File: config.mk
export PLATFORM = sky130hd
export DESIGN_NAME = pic_ctrl
export DESIGN_NICKNAME = d
export VERILOG_FILES = /design/src/rtl/pic_pkg.sv /design/src/rtl/pic_source.sv /design/src/rtl/pic_arbiter.sv /design/src/rtl/pic_inservice.sv /design/src/rtl/pic_ctrl.sv
export SDC_FILE = /design/constraint.sdc
export NUM_CORES = 2
export LEC_CHECK = 0
export ABC_AREA = 1
export CORE_MARGIN = 8
export CORE_UTILIZATION = 65
export DETAILED_ROUTE_END_ITERATION = 6
export PLACE_DENSITY = 0.8
export SETUP_SLACK_MARGIN = 0.5
export SLEW_MARGIN = 20
export SYNTH_ARGS = -nofsm -noshare
export SYNTH_HDL_FRONTEND = slang
export SYNTH_SLANG_ARGS = --single-unit
export TNS_END_PERCENT = 20
File: constraint.sdc
create_clock -name clk -period 82.2 [get_ports clk]
set_input_delay 16.44 -clock clk [delete_from_list [all_inputs] [get_ports clk]]
set_output_delay 16.44 -clock clk [all_outputs]
set_load 0.005 [all_outputs]
File: src/rtl/pic_pkg.sv
package pic_pkg;
    localparam int PRIO_W  = 4;
    localparam int LEVELS  = 1 << PRIO_W;
    localparam int ADDR_W  = 18;

    localparam logic [7:0] SPURIOUS_VEC = 8'hFF;

    localparam logic [ADDR_W-1:0] A_FEATURE = 18'h01000;
    localparam logic [ADDR_W-1:0] A_GCONF   = 18'h01020;
    localparam logic [ADDR_W-1:0] A_TASKPRI = 18'h20080;
    localparam logic [ADDR_W-1:0] A_ACK     = 18'h200A0;
    localparam logic [ADDR_W-1:0] A_EOI     = 18'h200B0;

    typedef enum logic [1:0] {
        ST_IDLE    = 2'd0,
        ST_RAISED  = 2'd1,
        ST_CLAIMED = 2'd2
    } irq_state_e;

    typedef struct packed {
        logic              mask;
        logic              pol;
        logic              level;
        logic [PRIO_W-1:0] prio;
        logic [7:0]        vec;
    } src_cfg_t;

    localparam src_cfg_t CFG_RST = '{mask: 1'b1, pol: 1'b0, level: 1'b0,
                                     prio: '0, vec: '0};
endpackage

File: src/rtl/pic_source.sv
module pic_source
    import pic_pkg::*;
(
    input  logic     clk,
    input  logic     rst_n,
    input  logic     irq_in,
    input  logic     cfg_we,
    input  logic     dest_we,
    input  logic [31:0] wdata,
    input  logic     ack_take,
    input  logic     svc_clear,
    output src_cfg_t cfg,
    output logic     dest,
    output logic     pending,
    output logic     in_service,
    output logic     req
);
    logic smp_q;
    logic edge_q;
    logic active_now;
    logic active_smp;
    logic edge_set;

    assign active_now = cfg.pol ? irq_in : ~irq_in;
    assign active_smp = cfg.pol ? smp_q  : ~smp_q;
    assign edge_set   = ~cfg.level & active_now & ~active_smp;

    always_ff @(posedge clk or negedge rst_n) begin
        if (!rst_n) begin
            cfg        <= CFG_RST;
            dest       <= 1'b0;
            smp_q      <= 1'b0;
            edge_q     <= 1'b0;
            in_service <= 1'b0;
        end else begin
            smp_q <= irq_in;
            if (cfg_we) begin
                cfg.mask  <= wdata[31];
                cfg.pol   <= wdata[23];
                cfg.level <= wdata[22];
                cfg.prio  <= wdata[16 +: PRIO_W];
                cfg.vec   <= wdata[7:0];
            end
            if (dest_we) begin
                dest <= wdata[0];
            end
            if (edge_set) begin
                edge_q <= 1'b1;
            end else if (ack_take) begin
                edge_q <= 1'b0;
            end
            if (ack_take) begin
                in_service <= 1'b1;
            end else if (svc_clear) begin
                in_service <= 1'b0;
            end
        end
    end

    assign pending = cfg.level ? active_smp : edge_q;
    assign req     = pending & ~cfg.mask & dest;
endmodule

File: src/rtl/pic_arbiter.sv
module pic_arbiter
    import pic_pkg::*;
#(
    parameter int N     = 32,
    parameter int IDX_W = 5
) (
    input  logic              req  [N],
    input  logic [PRIO_W-1:0] prio [N],
    output logic              any,
    output logic [IDX_W-1:0]  win_idx,
    output logic [PRIO_W-1:0] win_prio
);
    always_comb begin
        any      = 1'b0;
        win_idx  = '0;
        win_prio = '0;
        for (int i = 0; i < N; i++) begin
            if (req[i] && (!any || prio[i] > win_prio)) begin
                any      = 1'b1;
                win_idx  = IDX_W'(i);
                win_prio = prio[i];
            end
        end
    end
endmodule

File: src/rtl/pic_inservice.sv
module pic_inservice
    import pic_pkg::*;
#(
    parameter int N     = 32,
    parameter int IDX_W = 5
) (
    input  logic              clk,
    input  logic              rst_n,
    input  logic              push,
    input  logic [PRIO_W-1:0] push_lvl,
    input  logic [IDX_W-1:0]  push_idx,
    input  logic              pop,
    output logic [PRIO_W-1:0] top_lvl,
    output logic [N-1:0]      svc_clr
);
    logic [LEVELS-1:0] active_q;
    logic [IDX_W-1:0]  owner_q [LEVELS];
    logic              pop_ok;

    always_comb begin
        top_lvl = '0;
        for (int l = 0; l < LEVELS; l++) begin
            if (active_q[l]) begin
                top_lvl = PRIO_W'(l);
            end
        end
    end

    assign pop_ok = pop && (|active_q);

    always_ff @(posedge clk or negedge rst_n) begin
        if (!rst_n) begin
            active_q <= '0;
            for (int l = 0; l < LEVELS; l++) begin
                owner_q[l] <= '0;
            end
        end else if (push) begin
            active_q[push_lvl] <= 1'b1;
            owner_q[push_lvl]  <= push_idx;
        end else if (pop_ok) begin
            active_q[top_lvl] <= 1'b0;
        end
    end

    for (genvar n = 0; n < N; n++) begin : g_clr
        assign svc_clr[n] = pop_ok && (owner_q[top_lvl] == IDX_W'(n));
    end
endmodule

File: src/rtl/pic_ctrl.sv
module pic_ctrl
    import pic_pkg::*;
#(
    parameter int         NSRC    = 32,
    parameter logic [7:0] VERSION = 8'h02
) (
    input  logic              clk,
    input  logic              rst_n,
    input  logic [NSRC-1:0]   src_i,
    input  logic              bus_rd,
    input  logic              bus_wr,
    input  logic [ADDR_W-1:0] bus_addr,
    input  logic [31:0]       bus_wdata,
    output logic [31:0]       bus_rdata,
    output logic              irq_o
);
    localparam int          IDX_W  = (NSRC > 1) ? $clog2(NSRC) : 1;
    localparam logic [10:0] NSRC_L = 11'(NSRC);
    localparam logic [10:0] LAST_L = 11'(NSRC - 1);

    // decode
    logic        src_region, src_ok, vp_hit, dest_hit;
    logic [10:0] sel_idx;
    logic [IDX_W-1:0] sel;

    assign src_region = (bus_addr[17:16] == 2'b01);
    assign sel_idx    = bus_addr[15:5];
    assign sel        = sel_idx[IDX_W-1:0];
    assign src_ok     = src_region && (sel_idx < NSRC_L);
    assign vp_hit     = src_ok && (bus_addr[4:0] == 5'h00);
    assign dest_hit   = src_ok && (bus_addr[4:0] == 5'h10);

    // per-source state
    src_cfg_t          cfg_v  [NSRC];
    logic              req_v  [NSRC];
    logic [PRIO_W-1:0] prio_v [NSRC];
    logic [NSRC-1:0]   dest_v, pend_v, insvc_v, ack_take, svc_clr;

    logic              arb_any, deliver, ack_rd, grant, eoi_wr;
    logic [IDX_W-1:0]  arb_idx;
    logic [PRIO_W-1:0] arb_prio, isr_top;

    for (genvar n = 0; n < NSRC; n++) begin : g_src
        logic req_n;
        pic_source u_src (
            .clk        (clk),
            .rst_n      (rst_n),
            .irq_in     (src_i[n]),
            .cfg_we     (bus_wr && vp_hit && (sel_idx == 11'(n))),
            .dest_we    (bus_wr && dest_hit && (sel_idx == 11'(n))),
            .wdata      (bus_wdata),
            .ack_take   (ack_take[n]),
            .svc_clear  (svc_clr[n]),
            .cfg        (cfg_v[n]),
            .dest       (dest_v[n]),
            .pending    (pend_v[n]),
            .in_service (insvc_v[n]),
            .req        (req_n)
        );
        assign req_v[n]    = req_n;
        assign prio_v[n]   = cfg_v[n].prio;
        assign ack_take[n] = grant && (arb_idx == IDX_W'(n));
    end

    pic_arbiter #(.N(NSRC), .IDX_W(IDX_W)) u_arb (
        .req      (req_v),
        .prio     (prio_v),
        .any      (arb_any),
        .win_idx  (arb_idx),
        .win_prio (arb_prio)
    );

    // processor-side registers
    logic [PRIO_W-1:0] task_pri_q;
    logic              gc_rst_q, gc_pt_q;

    assign deliver = arb_any && (arb_prio > task_pri_q) && (arb_prio > isr_top);
    assign ack_rd  = bus_rd && (bus_addr == A_ACK);
    assign grant   = ack_rd && deliver;
    assign eoi_wr  = bus_wr && (bus_addr == A_EOI);

    pic_inservice #(.N(NSRC), .IDX_W(IDX_W)) u_isr (
        .clk      (clk),
        .rst_n    (rst_n),
        .push     (grant),
        .push_lvl (arb_prio),
        .push_idx (arb_idx),
        .pop      (eoi_wr),
        .top_lvl  (isr_top),
        .svc_clr  (svc_clr)
    );

    always_ff @(posedge clk or negedge rst_n) begin
        if (!rst_n) begin
            task_pri_q <= '1;
            gc_rst_q   <= 1'b0;
            gc_pt_q    <= 1'b0;
        end else if (bus_wr) begin
            if (bus_addr == A_TASKPRI) begin
                task_pri_q <= bus_wdata[PRIO_W-1:0];
            end
            if (bus_addr == A_GCONF) begin
                gc_rst_q <= bus_wdata[31];
                gc_pt_q  <= bus_wdata[29];
            end
        end
    end

    // interrupt line state machine
    irq_state_e state_q, state_d;

    always_ff @(posedge clk or negedge rst_n) begin
        if (!rst_n) begin
            state_q <= ST_IDLE;
        end else begin
            state_q <= state_d;
        end
    end

    always_comb begin
        state_d = state_q;
        if (grant) begin
            state_d = ST_CLAIMED;
        end else begin
            unique case (state_q)
                ST_IDLE:    state_d = deliver ? ST_RAISED : ST_IDLE;
                ST_RAISED:  state_d = deliver ? ST_RAISED : ST_IDLE;
                ST_CLAIMED: state_d = deliver ? ST_RAISED : ST_IDLE;
                default:    state_d = ST_IDLE;
            endcase
        end
    end

    always_comb begin
        irq_o = (state_q == ST_RAISED);
    end

    // read path
    logic [31:0] rd_val;
    src_cfg_t    sel_cfg;

    assign sel_cfg = cfg_v[sel];

    always_comb begin
        rd_val = '0;
        if (bus_addr == A_FEATURE) begin
            rd_val = {5'd0, LAST_L, 3'd0, 5'd0, VERSION};
        end else if (bus_addr == A_GCONF) begin
            rd_val = {gc_rst_q, 1'b0, gc_pt_q, 29'd0};
        end else if (bus_addr == A_TASKPRI) begin
            rd_val = {{(32-PRIO_W){1'b0}}, task_pri_q};
        end else if (bus_addr == A_ACK) begin
            rd_val = {24'd0, deliver ? cfg_v[arb_idx].vec : SPURIOUS_VEC};
        end else if (vp_hit) begin
            rd_val = {sel_cfg.mask, pend_v[sel] | insvc_v[sel], 6'd0,
                      sel_cfg.pol, sel_cfg.level, 2'd0, sel_cfg.prio,
                      8'd0, sel_cfg.vec};
        end else if (dest_hit) begin
            rd_val = {31'd0, dest_v[sel]};
        end
    end

    always_ff @(posedge clk or negedge rst_n) begin
        if (!rst_n) begin
            bus_rdata <= '0;
        end else if (bus_rd) begin
            bus_rdata <= rd_val;
        end
    end
endmodule

Word level (Yosys, flattened, before mapping)
Cells that the tools add are included.

word-level totals
  flip-flop bits (word level) = 744
  input bits = 86
  output and inout port bits = 33
  logic and storage cells = 1,429

cells by class
  order comparisons = 44
  eq/ne operators = 102
  muxes and demuxes = 368
  bitwise gates (word level) = 296
  reduce and logical (&&, ||, !) cells = 309

operators with widths
  cell                                              count
  two-way mux 1 bit                                 266
  two-way mux 4 bit                                 54
  == test 11 x 5 -> 1 bit (second input constant)   16
  logical AND 1 bit                                 173
  == test 5 bit (second input constant)             33
  two-way mux 32 bit                                5
  NOT 1 bit                                         160
  binary-select mux 15 bit (select 5 bit)           2
  > comparator 4 bit                                33
  nonzero test 2 bit                                65
  bitwise AND 1 bit                                 128
  two-way mux 5 bit                                 19
  == test 11 x 4 -> 1 bit (second input constant)   8
  bitwise mux 80 bit                                1
  == test 5 x 4 -> 1 bit (second input constant)    16
  == test 18 bit (second input constant)            3
  == test 11 x 3 -> 1 bit (second input constant)   4
  == test 5 x 3 -> 1 bit (second input constant)    8
  == test 18 x 13 -> 1 bit (second input constant)  2
  two-way mux 16 bit                                2
  logical NOT 1 bit                                 31
  logical OR 1 bit                                  31
  two-way mux 15 bit                                2
  two-way mux 8 bit                                 3
  31 further kinds                                  54

Longest topological paths before layout
  word-level depth = 139
  mapped depth = 348
  depth with buffers taken out = 331

By module
A second synthesis with hierarchy kept.

second synthesis, totals
  cell total of the unflattened synthesis = 5,386
  area, all modules = 44,406.3 sq um

by module, submodules not included
  module         times used  cells each  area an instance (sq um)  sequential area each (sq um)
  pic_source     32          61          777.0                     476.7
  pic_ctrl       1           1,692       8,628.3                   655.6
  pic_arbiter    1           1,046       5,733.0                   0.0
  pic_inservice  1           696         5,181.2                   2,402.3

Worst setup path after synthesis
No wires, ideal clock.

  path type = flip-flop to flip-flop
  start = register g_src[0].u_src.cfg[13] (netlist name)
  end = register u_isr.owner_q[5] (netlist name)
  setup time = 0.129 ns
  data arrival time = 34.482 ns
  required time = 82.071 ns
  setup slack = 47.589 ns
  cell stages (with the launch flop) = 341
  buffers on the path = 18
  clock period less this slack = 34.611 ns
  cells stage by stage = dfrtp_1 -> inv_1 -> nand2_1 -> nand3_1 -> a21oi_2 -> nand2_1 -> ha_1 -> nand2_1 -> inv_2 -> nand2_1 -> nand2_1 -> nand2_2 -> nand2_1 -> nand2_1 -> o21ai_0 -> ha_1 -> a21oi_1 -> o21ai_0 -> [... 305 more ...] -> nand2_2 -> o21ai_4 -> inv_4 -> ha_1 -> a21oi_1 -> o21ai_0 -> o221ai_1 -> nor2_1 -> o21ai_0 -> nor2_1 -> nand2_1 -> inv_1 -> nand2_1 -> nor2_2 -> nand2_1 -> buf_4 -> nand2_1 -> o21ai_2

on the way
  elaborated cells on any way between the ends = 235
  those cells by class = 35 x order compare; 100 x mux; 3 x bitwise; 97 x reduce/logical

RTL lines
  what                                                            RTL line             source
  start, declared                                                 pic_source.sv:12     output src_cfg_t cfg,
  two-way mux 1 bit (*)                                           pic_source.sv:25     assign active_smp = cfg.pol ? smp_q : ~smp_q;
  two-way mux 1 bit (*)                                           pic_source.sv:60     assign pending = cfg.level ? active_smp : edge_q;
  bitwise AND 1 bit (*) (2 in a row)                              pic_source.sv:61     assign req = pending & ~cfg.mask & dest;
  two-way mux 4 bit / two-way mux 1 bit (equally long branches)   pic_arbiter.sv:18    if (req[i] && (!any || prio[i] > win_prio)) begin
  > comparator 4 bit / logical NOT 1 bit (equally long branches)  pic_arbiter.sv:18
  logical OR 1 bit                                                pic_arbiter.sv:18
  logical AND 1 bit                                               pic_arbiter.sv:18
  two-way mux 4 bit / two-way mux 1 bit (equally long branches)   pic_arbiter.sv:18
  [... 117 more ...]                                              -
  logical OR 1 bit                                                pic_arbiter.sv:18
  logical AND 1 bit                                               pic_arbiter.sv:18
  two-way mux 4 bit                                               pic_arbiter.sv:18
  > comparator 4 bit                                              pic_ctrl.sv:77       assign deliver = arb_any && (arb_prio > task_pri_q) && (arb_prio > isr_top);
  logical AND 1 bit                                               pic_ctrl.sv:77
  logical AND 1 bit (*)                                           pic_ctrl.sv:77
  logical AND 1 bit (*)                                           pic_ctrl.sv:79       assign grant = ack_rd && deliver;
  named net grant                                                 pic_ctrl.sv:39       logic arb_any, deliver, ack_rd, grant, eoi_wr;
  end signal, assigned by index                                   pic_inservice.sv:39  owner_q[push_lvl] <= push_idx;
  end, declared                                                   pic_inservice.sv:17  logic [IDX_W-1:0] owner_q [LEVELS];

Mark *: on every way through the listed nets, which the timed path passes. The rest lies on a longest branch.
A chain may end at the register's enable or synchronous reset.

Worst setup path in the final report
  start = register g_src[0].u_src.dest
  end = register g_src[27].u_src.edge_q

on the way
  word-level cells in the longest chain between the ends = 132
  elaborated cells on any way between the ends = 228
  those cells by class = 33 x order compare; 1 x eq/ne; 95 x mux; 1 x bitwise; 98 x reduce/logical

RTL lines
  what                                                            RTL line           source
  start, declared                                                 pic_source.sv:13   output logic dest,
  start signal, assigned                                          pic_source.sv:45   dest <= wdata[0];
  bitwise AND 1 bit (*)                                           pic_source.sv:61
  two-way mux 4 bit / two-way mux 1 bit (equally long branches)   pic_arbiter.sv:18
  > comparator 4 bit / logical NOT 1 bit (equally long branches)  pic_arbiter.sv:18
  logical OR 1 bit                                                pic_arbiter.sv:18
  logical AND 1 bit                                               pic_arbiter.sv:18
  two-way mux 4 bit / two-way mux 1 bit (equally long branches)   pic_arbiter.sv:18
  > comparator 4 bit / logical NOT 1 bit (equally long branches)  pic_arbiter.sv:18
  logical OR 1 bit                                                pic_arbiter.sv:18
  [... 115 more ...]                                              -
  logical OR 1 bit                                                pic_arbiter.sv:18
  logical AND 1 bit                                               pic_arbiter.sv:18
  two-way mux 4 bit                                               pic_arbiter.sv:18
  > comparator 4 bit                                              pic_ctrl.sv:77
  logical AND 1 bit (2 in a row)                                  pic_ctrl.sv:77
  logical AND 1 bit                                               pic_ctrl.sv:79
  logical AND 1 bit (*)                                           pic_ctrl.sv:62     assign ack_take[n] = grant && (arb_idx == IDX_W'(n));
  nonzero test 2 bit (no line) (*)                                -
  end signal, assigned                                            pic_source.sv:33   edge_q <= 1'b0;
  end signal, assigned                                            pic_source.sv:48   edge_q <= 1'b1;
  end signal, assigned                                            pic_source.sv:50   edge_q <= 1'b0;
  end, declared                                                   pic_source.sv:19   logic edge_q;

Every way passes the cells marked *; elsewhere a longest branch is shown, timed or not.

==> metrics.md <==
| Metric | Value |
|---|---|
| Nets | `approximately 5400` |
| Synth top area cells | `dfrtp_1, nand2_1, o21ai_0` |
| Maximum clock rate | `about 24 MHz` |
| Cells after synthesis | `around 5300` |
| CP arrival | `roughly 42 ns` |
| Net Sw Frac | `about a quarter` |
| Remaining DRCs | `0` |
| Post-synthesis register bit count | `730` |
| Met3 Wirelength | `17400 um` |
| Commonest non-fill, non-tap cell in the layout | `nand2_1` |
| Placed Area | `41900 sq um` |
| GR Util All Layers | `38.2%` |
| Via count | `39240` |
| Core footprint | `62700 sq um` |
| Worst setup margin | `40.59 ns` |
| First-pass GRT wire length | `212000 um` |
| Initial core utilization | `65.3%` |
| Ys flop type | `dfrtp_1` |
| EDFF count, synth | `0` |
| Hold Crit Class | `reg -> reg` |
| Post-route cell area | `between 40000 and 50000 sq um` |
| Static Leak | `20.3 nW` |
| Critical Path RT | `82.71 ns` |
| CTS Hold Bufs | `0` |
| Clock Pin Slew Worst Setup and Hold Paths | `roughly 0.06 ns` |
| WL/cell | `22.7 um` |
| Type of the worst setup path | `reg -> reg` |
| Ant diodes | `0` |
| Fin crit period | `41.61 ns` |
| Vias per Instance | `6.44` |
| Crit path top cell by count | `nand2_1` |
| Most frequent cells in the layout | `nand2_1, o21ai_0, dfrtp_1, inv_1, o22ai_1` |
| Fin Clk Skew | `0.0243 ns` |
| # IOs | `119` |
| Die X | `267 um` |
| PostCTS Resize Cnt | `0` |
| GPL Wtd Cong | `1.04` |
| Crit end category | `register` |
| Clock power share | `a little under half` |
| TNS Setup | `0 ns` |
| Combinational power share | `5.7%` |
| H-tree depth | `3` |
| Asr flop ratio synth | `100%` |
| Vias in the first global route | `37162` |
| Largest area contributor in the netlist | `dfrtp_1` |
| WL met1 | `52800 um` |
| Initial antenna violation count | `0` |
| Share of post-route cells with drive strength above 1 | `under 10%` |
| Synth cell types | `71` |
| Mean cell area of the mapped netlist | `around 7.8 sq um` |
| Int Pwr | `0.000580 W` |
| FP Rows | `slightly above 90` |
| Post-Route WL | `138000 um` |
| DIE HEIGHT | `267 um` |
| Final Slew Violations | `0` |
| Full die area | `roughly 70000 sq um` |
| Pin count of the biggest net entering global routing | `157` |
| Met2 wire len | `59300 um` |
| Switching Power | `around 0.00018 W` |
| Filler Cells Inserted | `5090` |
| Max Cap Viol | `0` |
| Port Buffers | `a little under 90` |
| Share of the synthesized area in the top cell type | `42.4%` |
| Clk sinks | `730` |
| Layout area overhead | `8.58%` |
| GRT Residual Overflow | `0` |
| CTS tree | `built` |
| Slew margin rel. | `20.1%` |
| Post-CTS Repair Setup Buffers | `0` |
| Detailed-router iteration count before antenna repair | `7` |
| Worst-skew pair later-pin latency | `~0.63 ns` |
| Sequential fraction of design power | `47.3%` |
| Yosys Warn Count | `0` |
| Worst vdd ir | `about 0.00002 V` |
| CTS Root Cell | `clkbuf_16` |
| Critical Path Start Type | `register` |
| Register area | `between 15000 and 20000 sq um` |
| Clock Tree Buf Depth | `3` |
| Place WS | `41.62 ns` |
| Final hold vios | `0` |
| Top routing layer used | `met4` |
| Sequential area share after synthesis | `44.7%` |
| Slowest stage delay, CP | `just over 0.8 ns` |
| Num CTS Buffers | `a little under 80` |
| Post-route clock period utilization | `50.6%` |
| Status | `completed` |
| Dpl hpwl | `90500 um` |
| Initial DRC Count | `5046` |
| Unrepaired setup endpoints after global routing | `false` |
| Multi-input logic area | `a little under 20000 sq um` |
| Synthesized cell area | `41000 sq um` |
| Remaining antenna violation count | `0` |
| Slew @ Worst Pin | `about 1.2 ns` |
| Crit-path max FO | `15` |
| Final setup fails | `0` |
| Slowest-stage cell, CP | `nor2_1` |
| Pwr dens | `17.2 nW/um^2` |
sequential cells by signal, indices dropped and copies added, names as in the netlist:
register                flops
gc_pt_q                     1
g_src.u_src.smp_q          32
g_src.u_src.dest           32
u_isr.owner_q              80
task_pri_q                  4
g_src.u_src.in_service     32
gc_rst_q                    1
u_isr.active_q             16
g_src.u_src.edge_q         32
g_src.u_src.cfg           480
bus_rdata                  18
state_q                     2
worst max-delay path, delay by kind of cell, from the launching register on:
kind,cells,cell delay (ns)
buffers and inverters,32,2.04
and+or+nand+nor,183,19.04
adders and majority gates,32,10.16
DFF,1,0.36
AOI/OAI and AO/OA,69,9.75
Yosys cell counts (5+ instances only):
| cell type | instances |
|---|---|
| a211oi_1 | 6 |
| a21oi_1 | 107 |
| a221oi_1 | 7 |
| a22o_1 | 6 |
| a22oi_1 | 72 |
| a31oi_1 | 43 |
| a32o_1 | 20 |
| buf_1 | 25 |
| buf_2 | 22 |
| buf_4 | 22 |
| buf_6 | 25 |
| clkbuf_1 | 224 |
| clkinv_1 | 9 |
| dfrtp_1 | 694 |
| dfstp_2 | 36 |
| ha_1 | 108 |
| inv_1 | 408 |
| inv_2 | 21 |
| inv_4 | 5 |
| nand2_1 | 1426 |
| nand2_2 | 60 |
| nand2_4 | 11 |
| nand3_1 | 188 |
| nand3_2 | 5 |
| nand3b_1 | 5 |
| nand4_1 | 126 |
| nor2_1 | 228 |
| nor2_4 | 7 |
| nor3_1 | 16 |
| nor3b_1 | 8 |
| nor4_1 | 9 |
| o21ai_0 | 801 |
| o21ai_1 | 85 |
| o21ai_2 | 21 |
| o21bai_1 | 28 |
| o221ai_1 | 10 |
| o22a_1 | 5 |
| o22ai_1 | 251 |
| o31ai_1 | 7 |
| or2_1 | 5 |
| xnor2_1 | 25 |
| xor2_1 | 23 |
final cells by class:
type	count	area share, %
inverters	446	3.83
flip-flops and latches	730	41.2
repair buffers	150	3.07
clock buffers	114	5.13
well taps	846	2.38
clock inverters	29	0.658
multi-input cells	3777	43.8
final timing paths:
path                                          start                     end  slack [ns]  cells past startpoint
worst max-delay path            g_src[0].u_src.dest  g_src[27].u_src.edge_q       40.59                    316
worst min-delay path                   bus_rdata[3]            bus_rdata[3]        0.48                      2
worst max register to register  g_src[0].u_src.dest  g_src[27].u_src.edge_q       40.59                    316
worst min register to register         bus_rdata[3]            bus_rdata[3]        0.48                      2
max in group asynchronous                     rst_n   g_src[8].u_src.cfg[6]       62.62                      5
min in group asynchronous                     rst_n       u_isr.owner_q[28]       15.89                      1
through the flow:
stage | total power (W) | hold WS, ns | std cells | utilization (%)
6_report | 0.000764 | 0.479 | 6092 | 70.9
5_1_grt | 0.000782 | 0.503 | 6092 | 70.9
4_1_cts | 0.000762 | 0.485 | 6092 | 70.9
3_5_place_dp | 0.000410 | 0.469 | 5949 | 66.8
3_3_place_gp | 0.000409 | 0.461 | 5949 | 66.8
2_1_floorplan | 0.000386 | 0.446 | 5279 | -
kinds of logic (layout without fill, tap and decap cells):
family	Yosys count	after routing	synth area share, %
AND/OR/NAND/NOR	2114	2114	22.1
XOR/XNOR	48	48	1.03
other	1	14	0.00915
flip-flops	730	730	44.7
AO/OA/AOI/OAI	1491	1491	20.8
adder cells (fa/ha/maj)	108	108	3.30
multiplexers	2	2	0.0550
buffers and inverters	772	739	8.04
power by group through the flow:
| stage | Combinational [W] | Sequential [W] | Clock, W |
|---|---|---|---|
| after floorplan | 0.0000188 | 0.000367 | 0 |
| after global placement | 0.0000418 | 0.000368 | 0 |
| after detailed placement | 0.0000419 | 0.000368 | 0 |
| after CTS | 0.0000422 | 0.000361 | 0.000359 |
| after global routing | 0.0000462 | 0.000361 | 0.000374 |
| final | 0.0000437 | 0.000361 | 0.000359 |
layer usage:
| metal | global-route usage (%) | vias to the layer above |
|---|---|---|
| met1 | 50.5 | 18500 |
| met4 | 21.1 | 0 |
| met2 | 56.8 | 2473 |
| met3 | 10.3 | 607 |
| li1 | - | 17660 |
| met5 | 0 | - |
Note: power is estimated with default switching activity, not from simulation.
